`src/rtl/lcd_frame_pacer.sv`:
```
module lcd_frame_pacer #(
  parameter int COM_MAX = 8,
  parameter int SEG_W   = 8,
  parameter int NUM_FC  = 3,
  parameter int OVF_W   = 5,
  parameter int DIV_W   = 3
) (
  input  logic                       clk,
  input  logic                       rst_n,
  input  logic [1:0]                 presc_sel,
  input  logic [DIV_W-1:0]           ckdiv,
  input  logic [$clog2(COM_MAX)-1:0] com_m1,
  input  logic [NUM_FC-1:0]          fc_en,
  input  logic [NUM_FC-1:0]          fc_wr,
  input  logic [OVF_W-1:0]           fc_ovf,
  input  logic                       blink_en,
  input  logic                       blink_wr,
  input  logic                       blink_mode,
  input  logic [1:0]                 blink_fcs,
  input  logic [2*COM_MAX-1:0]       blink_sel,
  input  logic [COM_MAX*SEG_W-1:0]   seg_in,
  output logic                       frame_tick,
  output logic [NUM_FC-1:0]          fc_event,
  output logic [COM_MAX*SEG_W-1:0]   seg_out
);
  localparam int NBITS = COM_MAX * SEG_W;
  localparam int FW    = $clog2(128 * (1 << DIV_W) * COM_MAX) + 1;
  localparam int CW    = OVF_W + 3;

  logic [FW-1:0] frame_len, pcnt;

  assign frame_len = (FW'(16) << presc_sel) * (FW'(ckdiv) + FW'(1)) * (FW'(com_m1) + FW'(1));

  always_ff @(posedge clk or negedge rst_n) begin
    if (!rst_n) begin
      pcnt       <= '0;
      frame_tick <= 1'b0;
    end else if (pcnt >= frame_len - FW'(1)) begin
      pcnt       <= '0;
      frame_tick <= 1'b1;
    end else begin
      pcnt       <= pcnt + FW'(1);
      frame_tick <= 1'b0;
    end
  end

  for (genvar i = 0; i < NUM_FC; i++) begin : g_fc
    logic [OVF_W-1:0] ovf_q;
    logic [CW-1:0]    cnt;
    always_ff @(posedge clk or negedge rst_n) begin
      if (!rst_n) begin
        ovf_q       <= '0;
        cnt         <= '0;
        fc_event[i] <= 1'b0;
      end else begin
        if (fc_wr[i] && !fc_en[i]) ovf_q <= fc_ovf;
        if (!fc_en[i]) begin
          cnt         <= '0;
          fc_event[i] <= 1'b0;
        end else if (frame_tick) begin
          if (cnt == {ovf_q, 3'b000}) begin
            cnt         <= '0;
            fc_event[i] <= 1'b1;
          end else begin
            cnt         <= cnt + CW'(1);
            fc_event[i] <= 1'b0;
          end
        end else begin
          fc_event[i] <= 1'b0;
        end
      end
    end
  end

  logic                 bl_mode, phase;
  logic [1:0]           bl_fcs;
  logic [2*COM_MAX-1:0] bl_sel;
  logic [3:0]           ev_pad;
  logic [NBITS-1:0]     sel_mask;

  assign ev_pad = 4'(fc_event);

  always_ff @(posedge clk or negedge rst_n) begin
    if (!rst_n) begin
      bl_mode <= 1'b0;
      bl_fcs  <= 2'd0;
      bl_sel  <= '0;
      phase   <= 1'b0;
    end else begin
      if (blink_wr && !blink_en) begin
        bl_mode <= blink_mode;
        bl_fcs  <= blink_fcs;
        bl_sel  <= blink_sel;
      end
      if (!blink_en)                             phase <= 1'b0;
      else if (bl_fcs != 2'd3 && ev_pad[bl_fcs]) phase <= ~phase;
    end
  end

  always_comb begin
    sel_mask = '0;
    for (int c = 0; c < COM_MAX; c++) begin
      sel_mask[c*SEG_W]     = bl_sel[c];
      sel_mask[c*SEG_W + 1] = bl_sel[COM_MAX + c];
    end
  end

  assign seg_out = (!blink_en || !phase) ? seg_in
                 : (bl_mode ? (seg_in & ~sel_mask) : '0);

endmodule

```
`config.mk`:
```
export PLATFORM = sky130hd
export DESIGN_NAME = lcd_frame_pacer
export DESIGN_NICKNAME = d
export VERILOG_FILES = /design/src/rtl/lcd_frame_pacer.sv
export SDC_FILE = /design/constraint.sdc
export NUM_CORES = 1
export LEC_CHECK = 0
export ABC_AREA = 1
export BUFFER_PORTS_ARGS = -buffer_cell sky130_fd_sc_hd__buf_2
export CORE_ASPECT_RATIO = 1.75
export CORE_UTILIZATION = 56
export CTS_BUF_LIST = sky130_fd_sc_hd__clkbuf_4 sky130_fd_sc_hd__clkbuf_8 sky130_fd_sc_hd__clkbuf_16
export CTS_CLUSTER_SIZE = 16
export DETAILED_ROUTE_END_ITERATION = 12
export GPL_TIMING_DRIVEN = 0
export PLACE_DENSITY = 0.85
export SETUP_SLACK_MARGIN = 0.4
export SLEW_MARGIN = 20
export SYNTH_ARGS = -nofsm -noshare
export SYNTH_HDL_FRONTEND = slang
export SYNTH_SLANG_ARGS = --single-unit
```
`constraint.sdc`:
```
create_clock -name clk -period 3.3 [get_ports clk]
set_input_delay 0.33 -clock clk [delete_from_list [all_inputs] [get_ports clk]]
set_output_delay 0.33 -clock clk [all_outputs]
set_load 0.1 [all_outputs]
```
==> summary.md <==
| Metric | Value |
|---|---|
| Final period utilization | 172% |
| Num CTS Buffers | 9 |
| Post-synth cell types | 41 |
| Chip height | 139 µm |
| Startpoint Class | input port |
| Largest net degree at the start of global routing | 46 |
| Total Wirelength | 16,300 µm |
| Worst Skew | 8.33 ps |
| CP Data Required Time | 3550 ps |
| Vias post-DR | 5,921 |
| Slew @ Worst Pin | 534 ps |
| Leakage power | 0.00431 µW |
| Worst R2R Start | pcnt[0] |
| FILL cells | 746 |
| Syn_nets | 974 |
| Share of the synthesized area in the top cell type | 32.2% |
| Crit Path Max Fanout | 7 |
| Clock buffer depth | 2 |
| R2r worst-path depth | 9 |
| EDFF count, synth | 0 |
| Failing checks | setup timing |
| Switching part of the total power | 39.5% |
| Sequential area share after synthesis | 32.2% |
| I/O Buffers | 173 |
| Post-synthesis async set-or-reset flop share | 100% |
| Critical Path AT | 5930 ps |
| Post-detail-place hpwl | 12,300 µm |
| Worst path bufs/invs | 8 |
| Worst setup EP type | flop |
| Tmin final | 5680 ps |
| Final setup margin | -2380 ps |
| Detail Route Antenna Nets | 0 |
| Clock power frac | 27.9% |
| Grt total ovfl | 0 |
| Final net count | 1,175 |
| Vias in the first global route | 5,937 |
| Cell family with most CP delay | adder cells |
| Drt drc | 0 |
| Initial Utilization | 57.8% |
| DRT iter0 DRCs | 292 |
| Mean routed wirelength per cell | 14.3 µm |
| Vias per std cell | 5.21 |
| Combinational group share of total power | 43.6% |
| Worst reg2reg setup slack | 1480 ps |
| I/O Pins | 174 |
| WHS | 224 ps |
| Synthesized flop and latch total | 77 |
| Warnings, synthesis | 0 |
| H-tree levels | 3 |
| Endpoints failing setup | 15 |
| Die Width | 80.2 µm |
| Root Driver | clkbuf_16 |
| Area Overhead vs Synth | 31.3% |
| RSZ-0062 raised after global routing | yes |
| Max Clk Rate | 0.176 GHz |
| Int Power | 2310 µW |
| Most used DFF post-synth | dfrtp_1 |
| Multi-input logic area | 3670 µm² |
| Run status | complete, but fails checks |
| Setup Crit Path Kind | input port to flop |
| Core Box Area | 10,400 µm² |
| Cell area power density | 486 nW/µm² |
| CP startpoint | ckdiv[0] |
| Tot GR Track Use | 30.5% |
| Clock sinks | 77 |
| Synth top area cells | dfrtp_1 32%, inv_1 11%, ha_1 9.8% |
| Clk slew on worst S/H paths | 60 ps |
| Number of max-cap violations | 0 |
| Hold crit path type | input port to flop |
| # rows | 49 |
| RD Place Congestion | 0.857 |
| TritonCTS clock tree | yes |
| Avg Inst Size Synth | 7.46 µm² |
| Ratio of cells with drive above 1 in the final layout | 29.6% |
| Max incr delay on CP | 550 ps |
| Slew Limit Headroom | 64.7% |
| Slowest cell on crit path | fa_1 |
| First-pass GRT wire length | 26,100 µm |
| Syn Std Cell Area | 5990 µm² |
| Skew-Pair Late Insertion Delay | 340 ps |
| P_sw | 1510 µW |
| Final Hold Viols | 0 |
| Sequential Power Share | 28.5% |
| First-pass detailed-route iteration total | 5 |
| Worst reg2reg endpoint | pcnt[4] |
| Post-Synthesis Cells | 803 |
| VDD IR max | 0.376 mV |
| Levels on crit path | 27 |
| Slew Viols, Final | 0 |
| Die area | 11,100 µm² |
| Reg area | 1930 µm² |
| Pre-CTS setup slack | -3030 ps |
| Initial antenna violation count | 1 |
| Worst setup path end | pcnt[4] |
| Area leader, netlist | dfrtp_1 |
==> stage by stage <==
step | cell area, µm² | utilization [%] | cells | TNS [ps] | power, µW
2_1_floorplan | 6130 | - | 803 | -34920 | 2240
3_3_place_gp | 7150 | 69.0 | 1103 | -43660 | 2530
3_5_place_dp | 7180 | 69.3 | 1104 | -44560 | 2580
4_1_cts | 7800 | 75.3 | 1134 | -35130 | 3790
5_1_grt | 7860 | 75.9 | 1136 | -37730 | 4040
6_report | 7870 | 75.9 | 1137 | -35120 | 3820
==> final cells by class <==
| class | count | area share (%) |
|---|---|---|
| Antenna cell | 1 | 0.0318 |
| Sequential cell | 77 | 24.5 |
| Buffer | 13 | 0.795 |
| Inverter | 177 | 8.54 |
| Clock inverter | 6 | 1.10 |
| Timing Repair Buffer | 190 | 13.3 |
| Tap cell | 127 | 2.02 |
| Multi-Input combinational cell | 536 | 46.6 |
| Clock buffer | 10 | 3.04 |
==> placed cells by master (no fill, tap or decap), types with 9 or more instances in the layout <==
master	n
nor2_2	13
xor2_1	28
buf_2	172
o21ai_0	19
nor2_1	131
a21boi_1	16
buf_4	13
inv_2	10
clkbuf_16	9
inv_1	164
ha_4	11
nand3_1	25
fa_1	16
nand2_1	117
nand2_2	10
dfrtp_1	77
a21oi_1	35
ha_1	34
==> registers in the layout, indices dropped and copies added (netlist names) <==
signal / cells
bl_fcs: 2
bl_mode: 1
bl_sel: 16
fc_event: 3
frame_tick: 1
g_fc.cnt: 24
g_fc.ovf_q: 15
pcnt: 14
phase: 1
==> logic make-up (layout without fill, tap and decap cells) <==
logic type,count (synthesis),after routing,share of synthesized area [%]
buf+inv,190,396,12.1
mux,2,2,0.376
xor+xnor,39,39,5.70
fa+ha+maj,65,65,15.8
simple gates,339,339,24.5
compound gates,91,91,9.25
other cells,0,1,0
flops,77,77,32.2
==> Yosys cell counts (2+ instances only) <==
cell and n:
inv_1 176, nor2_1 141, nand2_1 128, dfrtp_1 77
ha_1 47, a21oi_1 38, xor2_1 30, nand3_1 25
o21ai_0 21, fa_1 18, a21boi_0 16, nor3_1 13
xnor2_1 9, clkbuf_1 7, nand4_1 7, or2_2 5
nor2_2 4, o22ai_1 4, a31o_2 3, nor2_4 3
nor3b_2 3, a31oi_1 2, buf_1 2, buf_2 2
mux2_2 2, nand3_2 2, nor3b_1 2, nor4_1 2
o21ai_2 2
==> worst reg2reg max path, stage by stage, from the launching register on <==
cell and delay (ps):
dfrtp_1 410, ha_1 250, nand3_2 130, inv_1 50
a21oi_1 150, nor2_1 70, o21ai_2 160, o2111ai_4 190
buf_4 200, nor3_2 110
==> power by group through the flow <==
| stage | clock network, µW | registers (µW) | logic [µW] |
|---|---|---|---|
| CTS | 1070 | 1090 | 1630 |
| global route | 1120 | 1100 | 1820 |
| global placement | 0 | 1100 | 1430 |
| detailed placement | 0 | 1100 | 1480 |
| finish | 1070 | 1090 | 1660 |
| floorplan | 0 | 1090 | 1150 |
==> layer usage <==
metal / vias to the layer above / track usage, % / routed length, µm
met3: 48 / 5.33 / 935
met5: - / 0 / 0
met2: 214 / 59.6 / 9120
li1: 2868 / - / -
met1: 2791 / 29.3 / 5590
met4: 0 / 14.6 / 628
==> how the worst min path moves through the flow <==
| stage | startpoint | endpoint | slack, ps | cells after the start |
|---|---|---|---|---|
| after CTS | blink_mode | bl_mode | 220 | 2 |
| after floorplan | rst_n | bl_fcs[0] | 30 | 0 |
| after detailed placement | rst_n | g_fc[1].cnt[5] | 300 | 1 |
| after global placement | g_fc[1].ovf_q[4] | g_fc[1].ovf_q[4] | 470 | 2 |
| after global routing | blink_mode | bl_mode | 230 | 2 |
| final | blink_mode | bl_mode | 220 | 2 |
==> repair_timing <==
action	CTS	global route
gates resized for setup	41	17
gates cloned	1	0
setup buffers	12	2
pin swaps	29	7
endpoints found under the hold margin	32	0
hold buffers	1	0
endpoints found under the setup margin	15	15
No activity file was read; power rests on OpenSTA's default activity.
